### src/rtl/i2c_rxb_pkg.sv
package i2c_rxb_pkg;
   // register select codes on reg_addr
   typedef enum logic [1:0] {
      SEL_RDCTL = 2'd0,
      SEL_IEN   = 2'd1,
      SEL_STAT  = 2'd2,
      SEL_NONE  = 2'd3
   } reg_sel_e;

   // bit positions software depends on
   localparam int NAK_POS   = 7;  // control: NAK-last flag, count below it
   localparam int DONE_POS  = 4;  // status / enable: read-complete
   localparam int EMPTY_POS = 2;  // FIFO status: empty
   localparam int REG_W     = 8;
endpackage

### src/rtl/rxb_fifo.sv
module rxb_fifo #(
   parameter int W     = 8,
   parameter int DEPTH = 64
) (
   input  logic         clk,
   input  logic         rst_n,
   input  logic         push,
   input  logic [W-1:0] push_data,
   input  logic         pop,
   output logic [W-1:0] head,
   output logic         empty,
   output logic         full
);
   localparam int AW = (DEPTH > 1) ? $clog2(DEPTH) : 1;
   localparam bit POW2 = (DEPTH == (1 << AW));

   logic [W-1:0]  mem [DEPTH];
   logic [AW-1:0] wptr, rptr, wnext, rnext;
   logic [AW:0]   fill;
   logic          do_push, do_pop;

   assign empty   = (fill == '0);
   assign full    = (fill == (AW+1)'(DEPTH));
   assign do_push = push && !full;
   assign do_pop  = pop && !empty;
   assign head    = empty ? '0 : mem[rptr];

   generate
      if (POW2) begin : g_wrap_free
         assign wnext = wptr + 1'b1;
         assign rnext = rptr + 1'b1;
      end else begin : g_wrap_cmp
         assign wnext = (wptr == AW'(DEPTH-1)) ? '0 : wptr + 1'b1;
         assign rnext = (rptr == AW'(DEPTH-1)) ? '0 : rptr + 1'b1;
      end
   endgenerate

   always_ff @(posedge clk) begin
      if (do_push) mem[wptr] <= push_data;
   end

   always_ff @(posedge clk) begin
      if (!rst_n) begin
         wptr <= '0;
         rptr <= '0;
         fill <= '0;
      end else begin
         if (do_push) wptr <= wnext;
         if (do_pop)  rptr <= rnext;
         case ({do_push, do_pop})
            2'b10:   fill <= fill + 1'b1;
            2'b01:   fill <= fill - 1'b1;
            default: fill <= fill;
         endcase
      end
   end
endmodule

### src/rtl/rxb_shifter.sv
module rxb_shifter #(
   parameter int W     = 8,
   parameter int IDX_W = 4
) (
   input  logic             clk,
   input  logic             rst_n,
   input  logic             hs,
   input  logic             bit_rx,
   output logic [IDX_W-1:0] idx,
   output logic             ack_phase,
   output logic             byte_done,
   output logic [W-1:0]     byte_q
);
   assign ack_phase = (idx == IDX_W'(W));
   assign byte_done = hs && ack_phase;

   always_ff @(posedge clk) begin
      if (!rst_n) begin
         idx    <= '0;
         byte_q <= '0;
      end else if (hs) begin
         if (ack_phase) begin
            idx <= '0;
         end else begin
            idx    <= idx + 1'b1;
            byte_q <= {byte_q[W-2:0], bit_rx};
         end
      end
   end
endmodule

### src/rtl/rxb_seq.sv
module rxb_seq #(
   parameter int DEPTH   = 64,
   parameter int FIELD_W = 7,
   parameter int CNT_W   = 7
) (
   input  logic               clk,
   input  logic               rst_n,
   input  logic               start_wr,
   input  logic [FIELD_W-1:0] req_count,
   input  logic               req_nak,
   input  logic               byte_done,
   output logic               busy,
   output logic               last,
   output logic               nak_last,
   output logic               done_set,
   output logic [CNT_W-1:0]   left
);
   logic [CNT_W-1:0] clamped;
   logic             accept;

   always_comb begin
      if (int'(req_count) > DEPTH) clamped = CNT_W'(DEPTH);
      else                         clamped = CNT_W'(req_count);
   end

   assign accept   = start_wr && !busy;
   assign last     = (left == CNT_W'(1));
   assign done_set = (accept && (clamped == '0)) || (byte_done && last);

   always_ff @(posedge clk) begin
      if (!rst_n) begin
         busy     <= 1'b0;
         left     <= '0;
         nak_last <= 1'b0;
      end else if (accept && (clamped != '0)) begin
         busy     <= 1'b1;
         left     <= clamped;
         nak_last <= req_nak;
      end else if (byte_done) begin
         left <= left - 1'b1;
         if (last) busy <= 1'b0;
      end
   end
endmodule

### src/rtl/i2c_rx_burst.sv
module i2c_rx_burst
   import i2c_rxb_pkg::*;
#(
   parameter int DATA_W     = 8,
   parameter int FIFO_DEPTH = 64,
   parameter bit IRQ_REG    = 1'b0
) (
   input  logic              clk,
   input  logic              rst_n,
   input  logic              reg_wr,
   input  logic [1:0]        reg_addr,
   input  logic [REG_W-1:0]  reg_wdata,
   input  logic              fifo_pop,
   output logic [DATA_W-1:0] rd_data,
   output logic [REG_W-1:0]  fifo_status,
   output logic [REG_W-1:0]  status_q,
   output logic              irq,
   output logic              bit_req,
   output logic              bit_drive,
   input  logic              bit_done,
   input  logic              bit_rx
);
   localparam int FIELD_W = NAK_POS;
   localparam int CNT_W   = $clog2(FIFO_DEPTH + 1);
   localparam int IDX_W   = $clog2(DATA_W + 1);

   generate
      if (FIFO_DEPTH < 2 || FIFO_DEPTH > (1 << FIELD_W) - 1) begin : g_bad_depth
         $error("FIFO_DEPTH must fit the count field");
      end
      if (DATA_W < 2) begin : g_bad_width
         $error("DATA_W must be at least 2");
      end
   endgenerate

   logic             busy, last_b, nak_last, done_set;
   logic [CNT_W-1:0] left_cnt;
   logic [IDX_W-1:0] bit_idx;
   logic             ack_phase, push;
   logic [DATA_W-1:0] byte_q;
   logic             fifo_empty, fifo_full;
   logic             rc_q, ien_q, hs;
   logic             ctl_wr, ien_wr, clr_wr;

   assign ctl_wr = reg_wr && (reg_addr == SEL_RDCTL);
   assign ien_wr = reg_wr && (reg_addr == SEL_IEN);
   assign clr_wr = reg_wr && (reg_addr == SEL_STAT) && reg_wdata[DONE_POS];

   assign bit_req   = busy && !((bit_idx == '0) && fifo_full);
   assign bit_drive = ack_phase ? (last_b && nak_last) : 1'b1;
   assign hs        = bit_req && bit_done;

   rxb_seq #(
      .DEPTH   (FIFO_DEPTH),
      .FIELD_W (FIELD_W),
      .CNT_W   (CNT_W)
   ) u_seq (
      .clk       (clk),
      .rst_n     (rst_n),
      .start_wr  (ctl_wr),
      .req_count (reg_wdata[FIELD_W-1:0]),
      .req_nak   (reg_wdata[NAK_POS]),
      .byte_done (push),
      .busy      (busy),
      .last      (last_b),
      .nak_last  (nak_last),
      .done_set  (done_set),
      .left      (left_cnt)
   );

   rxb_shifter #(
      .W     (DATA_W),
      .IDX_W (IDX_W)
   ) u_shift (
      .clk       (clk),
      .rst_n     (rst_n),
      .hs        (hs),
      .bit_rx    (bit_rx),
      .idx       (bit_idx),
      .ack_phase (ack_phase),
      .byte_done (push),
      .byte_q    (byte_q)
   );

   rxb_fifo #(
      .W     (DATA_W),
      .DEPTH (FIFO_DEPTH)
   ) u_fifo (
      .clk       (clk),
      .rst_n     (rst_n),
      .push      (push),
      .push_data (byte_q),
      .pop       (fifo_pop),
      .head      (rd_data),
      .empty     (fifo_empty),
      .full      (fifo_full)
   );

   always_ff @(posedge clk) begin
      if (!rst_n) begin
         rc_q  <= 1'b0;
         ien_q <= 1'b0;
      end else begin
         if (done_set)    rc_q <= 1'b1;
         else if (clr_wr) rc_q <= 1'b0;
         if (ien_wr) ien_q <= reg_wdata[DONE_POS];
      end
   end

   always_comb begin
      status_q              = '0;
      status_q[DONE_POS]    = rc_q;
      fifo_status           = '0;
      fifo_status[EMPTY_POS] = fifo_empty;
   end

   generate
      if (IRQ_REG) begin : g_irq_ff
         logic irq_q;
         always_ff @(posedge clk) begin
            if (!rst_n) irq_q <= 1'b0;
            else        irq_q <= rc_q && ien_q;
         end
         assign irq = irq_q;
      end else begin : g_irq_comb
         assign irq = rc_q && ien_q;
      end
   endgenerate
endmodule

### config.mk
export PLATFORM = sky130hd
export DESIGN_NAME = i2c_rx_burst
export DESIGN_NICKNAME = d
export VERILOG_FILES = /design/src/rtl/i2c_rxb_pkg.sv /design/src/rtl/rxb_fifo.sv /design/src/rtl/rxb_shifter.sv /design/src/rtl/rxb_seq.sv /design/src/rtl/i2c_rx_burst.sv
export SDC_FILE = /design/constraint.sdc
export NUM_CORES = 1
export LEC_CHECK = 0
export BUFFER_PORTS_ARGS = -buffer_cell sky130_fd_sc_hd__buf_4
export CORE_UTILIZATION = 70
export CTS_BUF_LIST = sky130_fd_sc_hd__clkbuf_4
export CTS_CLUSTER_SIZE = 30
export DETAILED_ROUTE_END_ITERATION = 8
export MAX_ROUTING_LAYER = met4
export PLACE_DENSITY = 0.88
export SLEW_MARGIN = 20
export SYNTH_ARGS = -nofsm -noshare
export SYNTH_HDL_FRONTEND = slang
export SYNTH_SLANG_ARGS = --single-unit
### constraint.sdc
create_clock -name clk -period 5.9 [get_ports clk]
set_input_delay 1.18 -clock clk [delete_from_list [all_inputs] [get_ports clk]]
set_output_delay 1.18 -clock clk [all_outputs]
set_load 0.01 [all_outputs]
== Yosys cells after proc, flatten, opt, wreduce, memory -nomap -nowiden ==
Memories as Yosys holds them, arrays and structs flattened. A register that Yosys moved wholly into a read port is not among the register bits.
Cells that the tools add are included.

* Input bits: 16
* Bits in registers: 42
* RAM bits: 512
* Word-level logic and storage cells: 74
* Memories kept: 1
* Output and inout bits: 27

{| class="wikitable"
|+ Memories
! memory !! depth !! width !! read ports !! clocked after memory_dff !! write ports !! line !! source
|-
| u_fifo.mem || 64 || 8 || 1 || 1 || 1 || rxb_fifo.sv:17 || <nowiki>logic [W-1:0] mem [DEPTH];</nowiki>
|}

* Magnitude comparators: 1
* Bitwise gates (word level): 1
* Reductions and logical operators: 32
* Equality and inequality tests: 7
* Mux-type cells: 16
* Add/subtract/negate cells: 6

{| class="wikitable"
|+ Operator list
! kind !! count
|-
| $mux 7 || 3
|-
| $logic_and 1x1->1 || 16
|-
| $logic_not 7->1 || 2
|-
| $pmux 7 s2 || 1
|-
| $sub 7x1->7 const B || 2
|-
| $add 6x1->6 const B || 2
|-
| $mux 6 || 2
|-
| $mux 1 || 8
|-
| $mux 8 || 1
|-
| $reduce_bool 2->1 || 4
|-
| $add 7x1->7 const B || 1
|-
| $eq 7x1->1 const B || 1
|-
| $eq 7x7->1 const B || 1
|-
| $gt 7x7->1 const B || 1
|-
| $reduce_bool 7->1 || 1
|-
| $add 4x1->4 const B || 1
|-
| $eq 2x1->1 const B || 2
|-
| $eq 2x2->1 const B || 2
|-
| $eq 4x4->1 const B || 1
|-
| $logic_not 1->1 || 4
|-
| $logic_not 4->1 || 1
|-
| $mux 4 || 1
|-
| $reduce_and 2->1 || 2
|-
| $logic_not 2->1 || 1
|-
| other kinds (2) || 2
|}

== Logic depth before layout (Yosys ltp) ==
Gate-level depths: netlist of run 1.

* Depth in word-level cells: 9
* Gate-level depth with buffers: 14
* Gate-level depth less buffers: 13

== By module ==
From an unflattened synthesis of run 1, not the netlist that was laid out.

* Cell total of the unflattened synthesis: 1292
* Area, all modules: 22671.7 µm²

{| class="wikitable"
|+ By module, submodules not included
! module !! cells each !! area an instance (µm²) !! sequential area each (µm²) !! times used
|-
| rxb_fifo || 1119 || 21209.1 || 15875.2 || 1
|-
| rxb_seq || 83 || 669.4 || 180.2 || 1
|-
| rxb_shifter || 55 || 528.0 || 240.2 || 1
|-
| i2c_rx_burst || 35 || 265.3 || 40.0 || 1
|}

== Worst setup path before layout of run 1 ==
OpenSTA, ideal clock, no wires.

* Path type: input -> register
* Start: input port bit_done
* End: register u_fifo.fill[6]
* Data arrival time: 3.721 ns
* Slack: 2.055 ns
* Cell stages on the path: 12
* Required time: 5.776 ns
* Library setup time: 0.124 ns
* Buffers on the path: 1
* Cells stage by stage: nand2_1 -> a311oi_4 -> inv_1 -> ha_1 -> buf_2 -> xor2_1 -> ha_1 -> a21oi_1 -> o21ai_0 -> a2111oi_0 -> mux2i_1 -> nand3_1

* Longest elaborated chain between the ends: 5
* Elaborated cells on any way between the ends: 7
* Classes of those cells: 2 x eq/ne; 1 x mux; 4 x reduce/logical

{| class="wikitable"
|+ RTL lines
! element !! line !! source
|-
| start, declared || i2c_rx_burst.sv:20 || <nowiki>input logic bit_done,</nowiki>
|-
| $logic_and 1x1->1 (*) || i2c_rx_burst.sv:51 || <nowiki>assign hs = bit_req && bit_done;</nowiki>
|-
| $logic_and 1x1->1 (*) || rxb_shifter.sv:15 || <nowiki>assign byte_done = hs && ack_phase;</nowiki>
|-
| $logic_and 1x1->1 (*) || rxb_fifo.sv:24 || <nowiki>assign do_push = push && !full;</nowiki>
|-
| $eq 2x1->1 / $eq 2x2->1 (equally long branches) || rxb_fifo.sv:50 || <nowiki>case ({do_push, do_pop})</nowiki>
|-
| $pmux 7 s2 / $reduce_bool 2->1 (equally long branches) || - ||
|-
| end signal, assigned || rxb_fifo.sv:51 || <nowiki>2'b10: fill <= fill + 1'b1;</nowiki>
|-
| end signal, assigned || rxb_fifo.sv:52 || <nowiki>2'b01: fill <= fill - 1'b1;</nowiki>
|-
| end signal, assigned || rxb_fifo.sv:53 || <nowiki>default: fill <= fill;</nowiki>
|-
| end, declared || rxb_fifo.sv:19 || <nowiki>logic [AW:0] fill;</nowiki>
|}

Mark *: on every way between the ends. The rest lies on a longest branch, timed or not.
A chain may end at the register's enable or synchronous reset.

==> results of run 1 <==
==> worst paths after layout <==
kind / startpoint / end / slack [ps]
worst min register to register: rc_q / rc_q / 490
worst max register to register: u_fifo.fill[1] / u_fifo.fill[6] / 2150
worst min-delay path: rc_q / rc_q / 490
worst max-delay path: flip-flop / rd_data[5] / 700
==> synth_stat cells, drive strengths merged (8+ instances only) <==
master,n
o22ai,12
xor2,12
mux2i,25
mux4,128
nand2,66
clkbuf,23
nand3,30
nand4,15
buf,59
nand2b,9
nor2,115
o21ai,17
nor2b,8
ha,9
edfxtp,512
dfxtp,48
a21oi,12
mux2,14
inv,11
==> final cells by class <==
type	count	area share [%]
repair buffers	40	1.37
diodes	1	0.0101
clock buffers	206	6.27
inverters	12	0.183
flip-flops and latches	560	66.3
well taps	402	2.04
clock inverters	38	0.679
multi-input cells	589	23.1
==> worst register-to-register path: cells and delay by family (launching register included) <==
| family | cells | cell delay (ps) |
|---|---|---|
| adder cells (fa/ha/maj) | 2 | 610 |
| AO/OA/AOI/OAI | 4 | 1470 |
| multiplexers | 1 | 250 |
| AND/OR/NAND/NOR | 2 | 670 |
| XOR/XNOR | 1 | 190 |
| flip-flops | 1 | 430 |
==> state kept, by name, summed over array words and instances, names as in the netlist, named ones only <==
signal	cells
u_fifo.fill	7
u_fifo.wptr	6
u_shift.idx	4
rc_q	1
u_fifo.rptr	6
u_seq.busy	1
ien_q	1
u_fifo.mem	512
u_shift.byte_q	8
u_seq.nak_last	1
u_seq.left	7
==> power breakdown <==
| part | switching [W] | internal, W |
|---|---|---|
| sequential | 0.00000615 | 0.00426 |
| clock | 0.00155 | 0.00160 |
| combinational | 0.0000239 | 0.0000166 |
| total | 0.00158 | 0.00588 |
==> routing by layer <==
layer,share of wire (%),global-route usage (%)
met1,35,44.4
met2,48,50.0
met5,0,-
met3,13,9.09
met4,4.0,14.5
==> cell families after synthesis <==
logic type | synth area share (%)
multiplexers | 14.6
flip-flops | 72.6
XOR/XNOR | 0.739
AND/OR/NAND/NOR | 6.17
buffers and inverters | 2.32
AO/OA/AOI/OAI | 3.08
other | 0.0167
adder cells (fa/ha/maj) | 0.500
==> layout by cell type, fill, tap and decap left out, types with 4 or more instances in the layout <==
cell type	n
mux2i_1	25
xor2_1	12
mux2_2	14
nand2_1	62
nor2_1	114
o31ai_1	4
xnor2_1	7
nand2b_1	9
nand3b_1	4
ha_1	9
o22ai_1	12
o221ai_1	6
conb_1	14
clkinvlp_4	5
a21oi_1	12
dfxtp_4	9
clkbuf_4	206
nand4_1	14
mux4_2	128
dfxtp_1	37
nor2b_1	8
nand3_1	29
o21ai_0	17
inv_2	9
edfxtp_1	512
clkinv_2	5
nor3_1	7
or3_1	5
clkinv_1	21
a22oi_1	7
inv_1	10
buf_4	37
and2_1	5
nand2_2	4
==> stage by stage <==
stage | instance area, µm² | instances | hold WS, ps | utilization, % | setup WS, ps
floorplan | 22600 | 1243 | 453 | - | 2060
global placement | 22900 | 1603 | 478 | 72.5 | 1730
detailed placement | 22900 | 1603 | 489 | 72.5 | 1580
CTS | 24700 | 1847 | 498 | 78.0 | 792
global route | 24700 | 1848 | 535 | 78.0 | 591
finish | 24700 | 1848 | 494 | 78.0 | 698
==> results.txt, run 1 <==
total of warnings raised by yosys: 0
port bufs: 28
Routed Antenna Nets: 0
buffers plus inverters on the worst setup path: 2
Placer Congestion: 0.886
startpoint types: flip-flop
WS Path Type: flip-flop to output port
Rows: 65
Synth cell types: 74
area growth from synthesis to layout: 9.62%
Multi-input gate area: 5710 µm²
dominant synthesized flop cell: edfxtp_1
H-tree levels: 4
CP endpoint kind: output port
Power Density: 303 nW/µm²
share of layout cells above drive strength 1: 30.4%
Root Driver: clkbuf_4
cell leakage power: 7.80 nW
setup tns final: 0 ps
die height: 181 µm
vias per inst: 7.01
first-pass GRT wire length: 76,900 µm
Die X: 181 µm
Starting Density: 71.2%
Clk Latency, worst-skew pair: 850 ps
initial antenna violation count: 1
Post-synth EDFFs: 512
largest net degree at the start of global routing: 67
Pre-antenna DRT Iters: 6
post-synthesis register bit count: 560
clk slew on worst S/H paths: 60 ps
max-slew violation count: 0
setup violators final: 0
Final Net Count: 1,367
hpwl dp: 29,700 µm
GRT overflow: 0
Detailed Route Iter0 Violations: 1,991
post-synthesis async set-or-reset flop share: 0%
vias: 12,946
max-cap violations: 0
CTS Hold Bufs: 0
Pwr Total: 0.00747 W
CTS tree: done
synthesized area: 22,500 µm²
worst hold path class: flip-flop to flip-flop
CP Depth: 7
Syn Inst Count: 1,230
crit path cell chain: buf_4 > mux4_2 > o22ai_1 > o21ai_0 > nand4_1 > o21ai_0 > buf_4
Worst VDD drop: 0.000158 V
Top delay family on crit path: buffers and inverters
top-area cell type share of the netlist area: 68.3%
CP max-delay cell: dfxtp_4
Final Skew: 63.3 ps
final worst path period share: 88.2%
Seq/Total Area, Yosys: 72.6%
CP peak stage delay: 820 ps
dominant cells by area after synthesis: edfxtp_1 (68%), mux4_2 (13%), dfxtp_1 (4.3%)
post-CTS sizing: 0
status: finished, final reports clean
clk buf depth: 3
syn_area_per_cell: 18.3 µm²
critical-path maximum fanout: 36
fmax: 192 MHz
Worst Tran Pin Value: 1120 ps
post-route minimum period: 5200 ps
IO Pins: 43
Worst EP required: 4720 ps
Worst Hold Depth: 2
leading area contributor after synthesis: edfxtp_1
clk sinks: 560
DIE AREA: 32,900 µm²
postcts setup bufs: 0
core footprint: 31,600 µm²
Seq. cell area: 16,400 µm²
vias in the first global route: 12,812
r2r worst-path depth: 10
DRC violations left: 0
# fillers: 1,562
critical path arrival: 4020 ps
Slew HR: 25.2%
final wirelength: 52,100 µm
RSZ-0062 raised after global routing: false
wire per inst: 28.2 µm
gr usage total: 33.6%
number of buffers created by CTS: 139
Hold Violations, Final: 0
Power figures use the tool's default switching activity.
==> run 2, diff against run 1 <==
==> constraint.sdc (replaced) <==
create_clock -name clk -period 5.9 [get_ports clk]
set_input_delay 0.295 -clock clk [delete_from_list [all_inputs] [get_ports clk]]
set_output_delay 0.295 -clock clk [all_outputs]
set_load 0.01 [all_outputs]
==> run 2 against run 1 <==
- global-route usage about the same
- clock power is 2% lower
- cell count rose by 0.49%
- highest routed layer unchanged
==> results.txt, run 2 (same netlist as run 1, synthesis figures left out) <==
Worst EP required: 5610 ps (+890 ps)
DP Area: 22,900 µm² (about the same)
Multi-input gate area: 5710 µm² (unchanged)
postcts setup bufs: 0 (unchanged)
vias in the first global route: 12,578 (-1.8%)
top flop regs: u_fifo.mem x512, u_shift.byte_q x8
Hold Violations, Final: 0 (unchanged)
WS Path Type: flip-flop to output port
RR Startpoint: u_shift.idx[0]
IO Pins: 43 (unchanged)
Worst Tran Pin Value: 1050 ps (-64.8 ps)
setup tns final: 0 ps (unchanged)
vias per inst: 6.94 (-1.0%)
hold_ws: 79.7 ps (-414 ps)
final wirelength: 51,800 µm (-0.64%)
Worst VDD drop: 0.000165 V (+3.9%)
status: finished, final reports clean
die height: 181 µm (unchanged)
clk buf depth: 3 (unchanged)
core footprint: 31,600 µm² (unchanged)
critical-path maximum fanout: 52 (+44%)
cell leakage power: 7.83 nW (+0.40%)
most frequent cells in the layout: edfxtp_1 (512), clkbuf_4 (190), mux4_2 (128)
final worst path period share: 73.4% (-15 points)
DRC violations left: 0 (unchanged)
area growth from synthesis to layout: 10.1%
cell area after layout: 24,800 µm² (+0.41%)
GRT overflow: 0 (unchanged)
startpoint types: flip-flop
vias: 12,879 (-0.52%)
Rows: 65 (unchanged)
clk sinks: 560 (unchanged)
Pre-antenna DRT Iters: 8 (+2)
gr usage total: 33.6% (+0.035 points)
wire per inst: 27.9 µm (-1.1%)
Largest Register: u_fifo.mem
most common cell after layout, fill and taps aside: edfxtp_1
fmax: 231 MHz (+20%)
Power Density: 300 nW/µm² (-0.99%)
Final Skew: 80.2 ps (+16.9 ps)
Detailed Route Iter0 Violations: 2,097 (+5.3%)
critical path arrival: 4030 ps (about the same)
Worst Min Path Start: bit_done
Largest register FFs: 512 (unchanged)
# fillers: 1,499 (-4.0%)
first-pass GRT wire length: 76,600 µm (-0.41%)
number of buffers created by CTS: 136 (-2.2%)
Seq. cell area: 16,400 µm² (about the same)
DIE AREA: 32,900 µm² (unchanged)
setup violators final: 0 (unchanged)
Die X: 181 µm (unchanged)
Placer Congestion: 0.938 (+5.8%)
max-slew violation count: 0 (unchanged)
H-tree levels: 4 (unchanged)
CP endpoint kind: output port
RSZ-0062 raised after global routing: false
share of layout cells above drive strength 1: 29.0% (-1.4 points)
largest net degree at the start of global routing: 67 (unchanged)
clk slew on worst S/H paths: 70 ps (about the same)
Starting Density: 71.2% (unchanged)
Root Driver: clkbuf_4
max-cap violations: 0 (unchanged)
post-route minimum period: 4330 ps (-872 ps)
port bufs: 28 (unchanged)
Slew HR: 29.6% (+4.3 points)
Routed Antenna Nets: 0 (unchanged)
Clk Latency, worst-skew pair: 860 ps (about the same)
worst hold path class: input pin to flip-flop
hpwl dp: 29,600 µm (-0.14%)
Final Net Count: 1,383 (+1.2%)
CTS tree: done
initial antenna violation count: 1 (unchanged)
run 2: per-stage QoR:
step / utilization (%) / worst slack, ps / power [W] / instances
final: 78.3 / 1570 / 0.00742 / 1857
after global routing: 78.3 / 1400 / 0.00764 / 1857
after CTS: 78.3 / 1670 / 0.00742 / 1856
after detailed placement: 72.5 / 2300 / 0.00440 / 1604
after floorplan: - / 2580 / 0.00439 / 1243
after global placement: 72.5 / 2400 / 0.00440 / 1604
run 2: final timing paths:
check | endpoint | slack (ps) | depth (start not counted)
max | rd_data[2] | 1570 | 6
min | u_shift.idx[3] | 80 | 4
max reg2reg | u_fifo.fill[6] | 2230 | 13
min reg2reg | u_shift.byte_q[3] | 480 | 2
run 2: layout make-up:
class	count	share of cell area, %
inverter	12	0.182
clock inverter	44	0.929
tap	402	2.03
antenna	1	0.0101
multi-input combinational	589	23.0
sequential	560	66.0
clock buffer	190	5.76
timing repair buffer	59	2.02
run 2: layer usage:
layer | part of all wire (%) | GRT usage, % | up-vias | wire, µm
li1 | - | - | 5234 | -
met1 | 36 | 44.9 | 6267 | 18400
met2 | 47 | 49.8 | 1162 | 24500
met3 | 13 | 8.10 | 216 | 6600
met4 | 4.5 | 15.8 | 0 | 2330
met5 | 0 | - | - | 0
run 2: critical path, stage by stage, from the launching register on:
cell	delay, ps
dfxtp_4	1020
buf_4	430
mux4_2	550
mux2_2	290
o2111ai_1	490
nand2_1	220
buf_4	190
run 2: where the power goes:
part | switching [W] | leakage, nW | total (W) | internal [W]
logic | 0.0000271 | 1.77 | 0.0000503 | 0.0000232
clock network | 0.00153 | 0.999 | 0.00310 | 0.00158
registers | 0.00000586 | 5.06 | 0.00427 | 0.00426
total | 0.00156 | 7.83 | 0.00742 | 0.00586
run 2: timing repair:
| action | in CTS | in global routing |
|---|---|---|
| gates resized for setup | 0 | 0 |
| hold buffers | 18 | 0 |
| hold endpoints to repair | 16 | 0 |
